$ cat src/rtl/gf_tmvp_pkg.sv
`timescale 1ns/1ps
package gf_tmvp_pkg;

  typedef enum logic [1:0] {
    ST_IDLE = 2'd0,
    ST_RUN  = 2'd1,
    ST_FIN  = 2'd2
  } mac_state_e;

  // number of components after full three-way splitting: 3^log2(m)
  function automatic int comp_count(input int m);
    int n;
    n = 1;
    for (int w = m; w > 1; w = w / 2) n = n * 3;
    return n;
  endfunction

endpackage

$ cat src/rtl/gf_tmvp_cvf.sv
`timescale 1ns/1ps
module gf_tmvp_cvf
  import gf_tmvp_pkg::*;
#(
  parameter  int M     = 16,
  localparam int LOG_M = $clog2(M),
  localparam int K     = comp_count(M)
) (
  input  logic [M-1:0] vec_i,
  output logic [K-1:0] comp_o
);

  // set of vector bits XORed into component c
  function automatic logic [M-1:0] pick_mask(input int c);
    logic [M-1:0] mk;
    int rem, sub, h, dig;
    mk    = '0;
    mk[0] = 1'b1;
    rem   = c;
    sub   = K;
    h     = M;
    for (int l = 0; l < LOG_M; l++) begin
      sub = sub / 3;
      h   = h / 2;
      dig = rem / sub;
      rem = rem % sub;
      if (dig == 0)      mk = mk << h;
      else if (dig == 1) mk = mk | (mk << h);
    end
    return mk;
  endfunction

  for (genvar c = 0; c < K; c++) begin : g_comp
    localparam logic [M-1:0] SEL = pick_mask(c);
    assign comp_o[c] = ^(vec_i & SEL);
  end

endmodule

$ cat src/rtl/gf_tmvp_recon.sv
`timescale 1ns/1ps
module gf_tmvp_recon
  import gf_tmvp_pkg::*;
#(
  parameter  int M     = 16,
  localparam int LOG_M = $clog2(M),
  localparam int K     = comp_count(M)
) (
  input  logic [K-1:0] comp_i,
  output logic [M-1:0] vec_o
);

  // components feeding output bit j: lower half takes digits 0,1; upper takes 1,2
  function automatic logic [K-1:0] hit_mask(input int j);
    logic [K-1:0] mk;
    logic hit;
    int rem, sub, h, dig, b;
    mk = '0;
    for (int c = 0; c < K; c++) begin
      hit = 1'b1;
      rem = c;
      sub = K;
      h   = M;
      for (int l = 0; l < LOG_M; l++) begin
        sub = sub / 3;
        h   = h / 2;
        dig = rem / sub;
        rem = rem % sub;
        b   = (j / h) % 2;
        if ((b == 0 && dig == 2) || (b == 1 && dig == 0)) hit = 1'b0;
      end
      mk[c] = hit;
    end
    return mk;
  endfunction

  for (genvar j = 0; j < M; j++) begin : g_out
    localparam logic [K-1:0] HIT = hit_mask(j);
    assign vec_o[j] = ^(comp_i & HIT);
  end

endmodule

$ cat src/rtl/gf_tmvp_corr.sv
`timescale 1ns/1ps
module gf_tmvp_corr #(
  parameter int M     = 16,
  parameter int DELTA = 5
) (
  input  logic [M-1:0]       vec_i,
  input  logic [DELTA*M-1:0] rows_i,
  output logic [M-1:0]       corr_o
);

  for (genvar i = 0; i < M; i++) begin : g_row
    if (i < DELTA) begin : g_act
      assign corr_o[i] = ^(rows_i[i*M +: M] & vec_i);
    end else begin : g_zero
      assign corr_o[i] = 1'b0;
    end
  end

endmodule

$ cat src/rtl/gf_tmvp_mac.sv
`timescale 1ns/1ps
module gf_tmvp_mac
  import gf_tmvp_pkg::*;
#(
  parameter  int M     = 16,
  parameter  int DELTA = 5,
  localparam int K     = comp_count(M)
) (
  input  logic               clk_i,
  input  logic               rst_ni,
  input  logic               cfg_we_i,
  input  logic [K-1:0]       cfg_cmf_i,
  input  logic [DELTA*M-1:0] cfg_srow_i,
  input  logic               start_i,
  input  logic               blk_valid_i,
  input  logic [M-1:0]       blk_i,
  input  logic               blk_last_i,
  output logic [M-1:0]       hash_o,
  output logic               done_o
);

  mac_state_e         state_q;
  logic [M-1:0]       acc_q;
  logic               done_q;
  logic [K-1:0]       cmf_q;
  logic [DELTA*M-1:0] srow_q;

  logic [K-1:0] cvf_w, comp_w;
  logic [M-1:0] tmvp_w, corr_w, prod_w;

  gf_tmvp_cvf #(.M(M)) u_cvf (
    .vec_i  (acc_q),
    .comp_o (cvf_w)
  );

  assign comp_w = cmf_q & cvf_w;

  gf_tmvp_recon #(.M(M)) u_recon (
    .comp_i (comp_w),
    .vec_o  (tmvp_w)
  );

  gf_tmvp_corr #(.M(M), .DELTA(DELTA)) u_corr (
    .vec_i  (acc_q),
    .rows_i (srow_q),
    .corr_o (corr_w)
  );

  assign prod_w = tmvp_w ^ corr_w;

  always_ff @(posedge clk_i or negedge rst_ni) begin
    if (!rst_ni) begin
      state_q <= ST_IDLE;
      acc_q   <= '0;
      done_q  <= 1'b0;
      cmf_q   <= '0;
      srow_q  <= '0;
    end else begin
      done_q <= 1'b0;
      if (cfg_we_i) begin
        cmf_q   <= cfg_cmf_i;
        srow_q  <= cfg_srow_i;
        acc_q   <= '0;
        state_q <= ST_IDLE;
      end else if (start_i) begin
        acc_q   <= '0;
        state_q <= ST_RUN;
      end else begin
        unique case (state_q)
          ST_RUN: begin
            if (blk_valid_i) begin
              acc_q <= prod_w ^ blk_i;
              if (blk_last_i) state_q <= ST_FIN;
            end
          end
          ST_FIN: begin
            acc_q   <= prod_w;
            done_q  <= 1'b1;
            state_q <= ST_IDLE;
          end
          default: ;
        endcase
      end
    end
  end

  assign hash_o = acc_q;
  assign done_o = done_q;

endmodule

$ cat config.mk
export PLATFORM = sky130hd
export DESIGN_NAME = gf_tmvp_mac
export DESIGN_NICKNAME = d
export VERILOG_FILES = /design/src/rtl/gf_tmvp_pkg.sv /design/src/rtl/gf_tmvp_cvf.sv /design/src/rtl/gf_tmvp_recon.sv /design/src/rtl/gf_tmvp_corr.sv /design/src/rtl/gf_tmvp_mac.sv
export SDC_FILE = /design/constraint.sdc
export NUM_CORES = 1
export LEC_CHECK = 0
export ABC_AREA = 1
export BUFFER_PORTS_ARGS = -buffer_cell sky130_fd_sc_hd__buf_2
export CAP_MARGIN = 5
export CORE_MARGIN = 5
export CORE_UTILIZATION = 25
export CTS_CLUSTER_DIAMETER = 150
export DETAILED_ROUTE_END_ITERATION = 16
export PLACE_DENSITY = 0.43
export RECOVER_POWER = 25
export SYNTH_ARGS = -nofsm -noshare
export SYNTH_HDL_FRONTEND = slang
export SYNTH_SLANG_ARGS = --single-unit
$ cat constraint.sdc
create_clock -name clk_i -period 2.1 [get_ports clk_i]
set_input_delay 0.315 -clock clk_i [delete_from_list [all_inputs] [get_ports clk_i]]
set_output_delay 0.315 -clock clk_i [all_outputs]
set_load 0.02 [all_outputs]
# Word level (Yosys, flattened, before mapping)
# Cells that the tools add are included.
classes:
  addsub: 0
  n_mul: 0
  n_div: 0
  n_lt_le_gt_ge: 0
  n_eq_ne: 4
  shift: 0
  n_mux: 12
  bitwise: 8
  n_reduce_logical: 105
op_table:
  columns: ["operator", "count"]
  rows:
  - ["$reduce_xor A16 Y1", 86]
  - ["$reduce_xor A81 Y1", 16]
  - ["$and A81 B81 Y81", 1]
  - ["$and A16 B16 Y16", 5]
  - ["$mux W16", 3]
  - ["$pmux W16 S2", 1]
  - ["$xor A16 B16 Y16", 1]
  - ["$xor A16 B5 Y16", 1]
  - ["$mux W2", 4]
  - ["$ne A4 B4 Y1 const B", 2]
  - ["$pmux W2 S2", 1]
  - ["$reduce_bool A4 Y1", 1]
  - ["$mux W1", 3]
  - ["$reduce_and A3 Y1", 1]
  - ["$eq A2 B1 Y1 const B", 1]
  - ["$eq A2 B2 Y1 const B", 1]
  - ["$reduce_and A2 Y1", 1]
word_totals:
  ff_bits: 180
  latch_bits: 0
  ramBits: 0
  romBits: 0
  word_cells: 134
  mem_count: 0

# Longest topological paths before layout
depth:
  ltp_word: 9
  mapped_depth: 22
  depth_no_buf: 21

# Hierarchy
# From an unflattened synthesis, not the netlist that was laid out.
hier_totals:
  cells_unflattened: 2330
  area_unflattened_um2: 13854.5
by_module_without_submodules:
  columns: ["module", "instances", "cells_per_inst", "area_each_um2", "seq_area_each_um2"]
  rows:
  - ["gf_tmvp_mac", 1, 1114, 8171.6, 4504.3]
  - ["gf_tmvp_recon", 1, 538, 2512.4, 0.0]
  - ["gf_tmvp_corr", 1, 503, 2089.5, 0.0]
  - ["gf_tmvp_cvf", 1, 175, 1081.0, 0.0]

# Least setup slack after synthesis
# No wires, ideal clock.
synth_path:
  kind: "reg2reg"
  start: "register acc_q[5], in the netlist hash_o[5]"
  end: "register acc_q[0], in the netlist hash_o[0]"
  setup_ns: 0.118
  t_arrival_ns: 1.995
  t_required_ns: 1.982
  slack_ns: -0.013
  path_stages_with_launch: 22
  period_less_slack_ns: 2.113
  path_cell_list: "dfrtp_1 buf_4 inv_2 nand2_1 nand2_2 nand2_2 nand2_4 inv_2 nand2_2 nand3_2 nand2_1 nand2_2 nand2_1 nand2_1 inv_2 nand3_1 nand2_1 nand2_1 nand2_1 nand2_1 nand3_1 nand2_1"
synth_via:
  elab_chain_cells: 9
  elab_cells_between_ends: 14
synth_rtl:
  columns: ["item", "line_no", "source"]
  rows:
  - ["start, declared", "gf_tmvp_mac.sv:23", "logic [M-1:0] acc_q;"]
  - ["start signal, assigned", "gf_tmvp_mac.sv:72", "acc_q <= prod_w ^ blk_i;"]
  - ["start signal, assigned", "gf_tmvp_mac.sv:77", "acc_q <= prod_w;"]
  - ["$reduce_xor A16 Y1", "gf_tmvp_cvf.sv:35", "assign comp_o[c] = ^(vec_i & SEL);"]
  - ["$and A81 B81 Y81", "gf_tmvp_mac.sv:36", "assign comp_w = cmf_q & cvf_w;"]
  - ["$reduce_xor A81 Y1", "gf_tmvp_recon.sv:39", "assign vec_o[j] = ^(comp_i & HIT);"]
  - ["$xor A16 B5 Y16 (*)", "gf_tmvp_mac.sv:49", "assign prod_w = tmvp_w ^ corr_w;"]
  - ["$xor A16 B16 Y16", "gf_tmvp_mac.sv:72", null]
  - ["$mux W16", "gf_tmvp_mac.sv:71", "if (blk_valid_i) begin"]
  - ["$pmux W16 S2 (*)", "gf_tmvp_mac.sv:69", "unique case (state_q)"]
  - ["$mux W16 (*)", "gf_tmvp_mac.sv:65", "end else if (start_i) begin"]
  - ["$mux W16 (*)", "gf_tmvp_mac.sv:60", "if (cfg_we_i) begin"]
# Mark *: on every way between the ends. The rest lies on a longest branch, timed or not. The select of a mux whose other input is x is not followed.
# A chain may end at the register's enable or synchronous reset.

# Worst setup path after layout
layout_path:
  start: "register acc_q[10], in the netlist hash_o[10]"
  end: "register acc_q[7], in the netlist hash_o[7]"
layout_via:
  elab_chain_cells: 9
  elab_cells_between_ends: 16
layout_rtl:
  columns: ["item", "line_no"]
  rows:
  - ["$reduce_xor A16 Y1", "gf_tmvp_cvf.sv:35"]
  - ["$and A81 B81 Y81 (*)", "gf_tmvp_mac.sv:36"]
  - ["$reduce_xor A81 Y1 (*)", "gf_tmvp_recon.sv:39"]
  - ["$xor A16 B5 Y16 (*)", "gf_tmvp_mac.sv:49"]
  - ["$xor A16 B16 Y16", "gf_tmvp_mac.sv:72"]
  - ["$mux W16", "gf_tmvp_mac.sv:71"]
  - ["$pmux W16 S2 (*)", "gf_tmvp_mac.sv:69"]
  - ["$mux W16 (*)", "gf_tmvp_mac.sv:65"]
  - ["$mux W16 (*)", "gf_tmvp_mac.sv:60"]
# Marks and branches as above.

==> run_results.csv <==
group,metric,value,unit
timing,hold_viol,0,
floorplan,start_util,25.18,%
run_status,violations,"max-capacitance violations, max-slew violations, negative setup slack",
clocking,cts_sinks,180,
timing,drv_slew,41,
worst_setup_path,r2r-start,"hash_o[10]",
timing,setup_viol,16,
grt,grt_pass1_vias,11600,
placed_design,dp.final_hpwl,37.16,mm
worst_setup_path,worst_ep_arrival_time,2.82,ns
logic_synthesis,synth_cell_types,40,
floorplan,io_pins,200,
routing,routedWlPerCell,18.46,um
routing,drt_first_pass_iters,7,
grt,grt_pass1_wl,69.58,mm
clocking,clockRootBuffer,"clkbuf_16",
timing,max_slew_margin,-3.524,%
worst_setup_path,crit_type,"flip-flop to flip-flop",
worst_setup_path,reg2reg_depth,15,
clocking,path_clk_slew,0.08,ns
logic_synthesis,syn_area,0.01200,sq mm
logic_synthesis,syn_inst,1494,
logic_synthesis,synth-edff-count,0,
worst_setup_path,r2r_slack,-0.35,ns
run_status,status,"finished with violations",
timing,period_share,116.4,%
clocking,clk_path_buf_depth,2,
timing,finalWorstSetupSlack,-0.3451,ns
grt,antenna_found_initial,9,
clocking,cts_made_buffers,17,
logic_synthesis,ys_top_cells_by_area,"dfrtp_1, nand2_1, mux2_2, xnor2_1, nand3_1",
logic_synthesis,syn_nets,1679,
clocking,insertion_delay,0.49,ns
floorplan,dieArea,0.05248,sq mm
layout,drive_gt1_share,50.34,%
logic_synthesis,synth.top_cell.area_share,37.54,%
clocking,h-tree-depth,4,
worst_setup_path,r2r-end,"hash_o[7]",
worst_setup_path,cp-start-kind,"flip-flop",
placed_design,place_area,0.01496,sq mm
layout,area_growth,49.53,%
min_path,hold_path.class,"primary input to flip-flop",
routing,routed-via-count,11150,
routing,drtAntennaViolNets,0,
worst_setup_path,required,2.47,ns
worst_setup_path,critPathLaunch,"hash_o[10]",
routing,viasPerCell,4.393,
layout,postLayoutCellArea,0.01794,sq mm
floorplan,die_y,229.1,um
layout,most-common-layout-cells,"nand2_1, buf_2, buf_4",
logic_synthesis,synth-async-reset-ratio,100.0,%
grt,track_usage,17.87,%
routing,drt_iter0_markers,472,
floorplan,chipWidth,229.1,um
clocking,tritoncts,"done",
routing,drt_wl_total,46.86,mm
layout,nets,2091,
timing,max_clock_freq,0.4090,GHz
timing,finalCriticalPeriod,2.445,ns
timing,worst_clock_skew,0.01664,ns
logic_synthesis,ys.flop_type,"dfrtp_1",
logic_synthesis,ys_ff_latch,180,
logic_synthesis,yosys.area.top_type,"dfrtp_1",
worst_setup_path,crit_end,"hash_o[7]",
timing,rsz0062_at_grt,"yes",
grt,grt_max_degree,106,
floorplan,fp.coreArea,0.04765,sq mm
placed_design,gp_congestion,0.9143,
logic_synthesis,syn_area_per_cell,8.031,sq um
worst_setup_path,crit_path_end_kind,"flip-flop",
placed_design,port_buffers,199,
layout,mostFrequentLayoutCell,"nand2_1",
floorplan,fp-row-count,80,
worst_setup_path,cp_max_fo,6,
run,drv_cap,1,
logic_synthesis,yosys_warnings,0,
routing,drcViolationCount,0,
grt,grt_overflow,0,
timing,worst_slew_pin_slew,1.553,ns
logic_synthesis,seq_area_frac_synth,37.54,%
layout,nFillCells,4960,
[Yosys cell counts (3+ instances only)]
cell type	n
nand2_1	553
dfrtp_1	180
mux2_2	133
inv_1	116
nand3_1	116
xnor2_1	97
xor2_1	56
inv_2	33
o21ai_0	33
nand2_2	31
nor2_1	26
clkbuf_1	23
a21oi_1	12
buf_4	12
nand3b_1	8
xnor2_2	8
nand2_4	6
nand4_1	6
buf_6	4
nand3_2	4
nor2_4	4
xor2_2	4
buf_2	3
o21ai_1	3
or2_1	3
[worst min-delay path by stage]
| stage | end | slack, ns | cells past startpoint | startpoint |
|---|---|---|---|---|
| 2_1_floorplan | cmf_q[0] | 0.02 | 0 | rst_ni |
| 3_3_place_gp | cmf_q[11] | 0.31 | 1 | rst_ni |
| 3_5_place_dp | cmf_q[0] | 0.33 | 1 | rst_ni |
| 4_1_cts | srow_q[49] | 0.0003 | 2 | cfg_srow_i[49] |
| 5_1_grt | srow_q[69] | 0.02 | 2 | cfg_srow_i[69] |
| 6_report | cmf_q[66] | 0.04 | 3 | cfg_cmf_i[66] |
[worst max-delay path, stage by stage, from the launching register on]
cell	delay, ns
dfrtp_2	0.53
xnor2_4	0.20
buf_6	0.14
buf_6	0.10
nand2_2	0.06
nand2_4	0.09
nor2_4	0.12
buf_4	0.12
nand2_1	0.06
nand2_2	0.10
buf_6	0.13
xor2_4	0.24
xor2_2	0.22
nand2_2	0.07
nand3_2	0.08
nand2_1	0.06
[cell type report]
type / instances / area [sq um] / area share, %
multi-input cells: 1121 / 8299 / 46.26
diodes: 4 / 10.01 / 0.05579
clock inverters: 14 / 188.9 / 1.053
flip-flops and latches: 180 / 4522 / 25.20
well taps: 615 / 769.5 / 4.289
repair buffers: 436 / 3128 / 17.43
clock buffers: 18 / 429.2 / 2.392
inverters: 150 / 595.6 / 3.319
[registers in the layout, indices dropped and copies added, names as in the netlist]
register	flops
cmf_q	81
done_o	1
hash_o	16
srow_q	80
state_q	2
[cells by family (layout without fill, tap and decap cells)]
kind of cell | after synthesis | count (layout) | synth area share, %
multiplexers | 133 | 133 | 12.48
adder cells (fa/ha/maj) | 2 | 2 | 0.2085
flip-flops | 180 | 180 | 37.54
XOR/XNOR | 167 | 167 | 13.25
other | 0 | 4 | 0
AND/OR/NAND/NOR | 764 | 764 | 27.35
AO/OA/AOI/OAI | 55 | 55 | 2.451
buffers and inverters | 193 | 618 | 6.715
[metal layers]
layer	wire, um	global-route usage (%)
met5	45	0
met4	1920	7.837
met3	2192	4.459
met2	22520	29.63
met1	20180	22.09
[per-stage QoR]
stage | setup TNS, ns | std cells | setup slack [ns] | util [%] | hold slack, ns
2_1_floorplan | 0 | 1494 | 0.003366 | - | 0.01941
3_3_place_gp | -11.59 | 2441 | -0.9265 | 31.40 | 0.3149
3_5_place_dp | -10.96 | 2441 | -0.8650 | 31.40 | 0.3260
4_1_cts | -4.055 | 2511 | -0.3162 | 35.56 | 0.0002732
5_1_grt | -7.594 | 2535 | -0.4548 | 37.64 | 0.01909
6_report | -4.411 | 2538 | -0.3451 | 37.66 | 0.04235
[repair_timing]
action,CTS,global route
buffers inserted,33,28
hold endpoints to repair,48,0
hold buffers,9,0
setup endpoints to repair,16,16
gates resized for setup,249,182
pin swaps,97,112
Power is left out: the tool's default activity adds up to more than one toggle a clock period on the data nets, which glitch-free logic cannot reach.
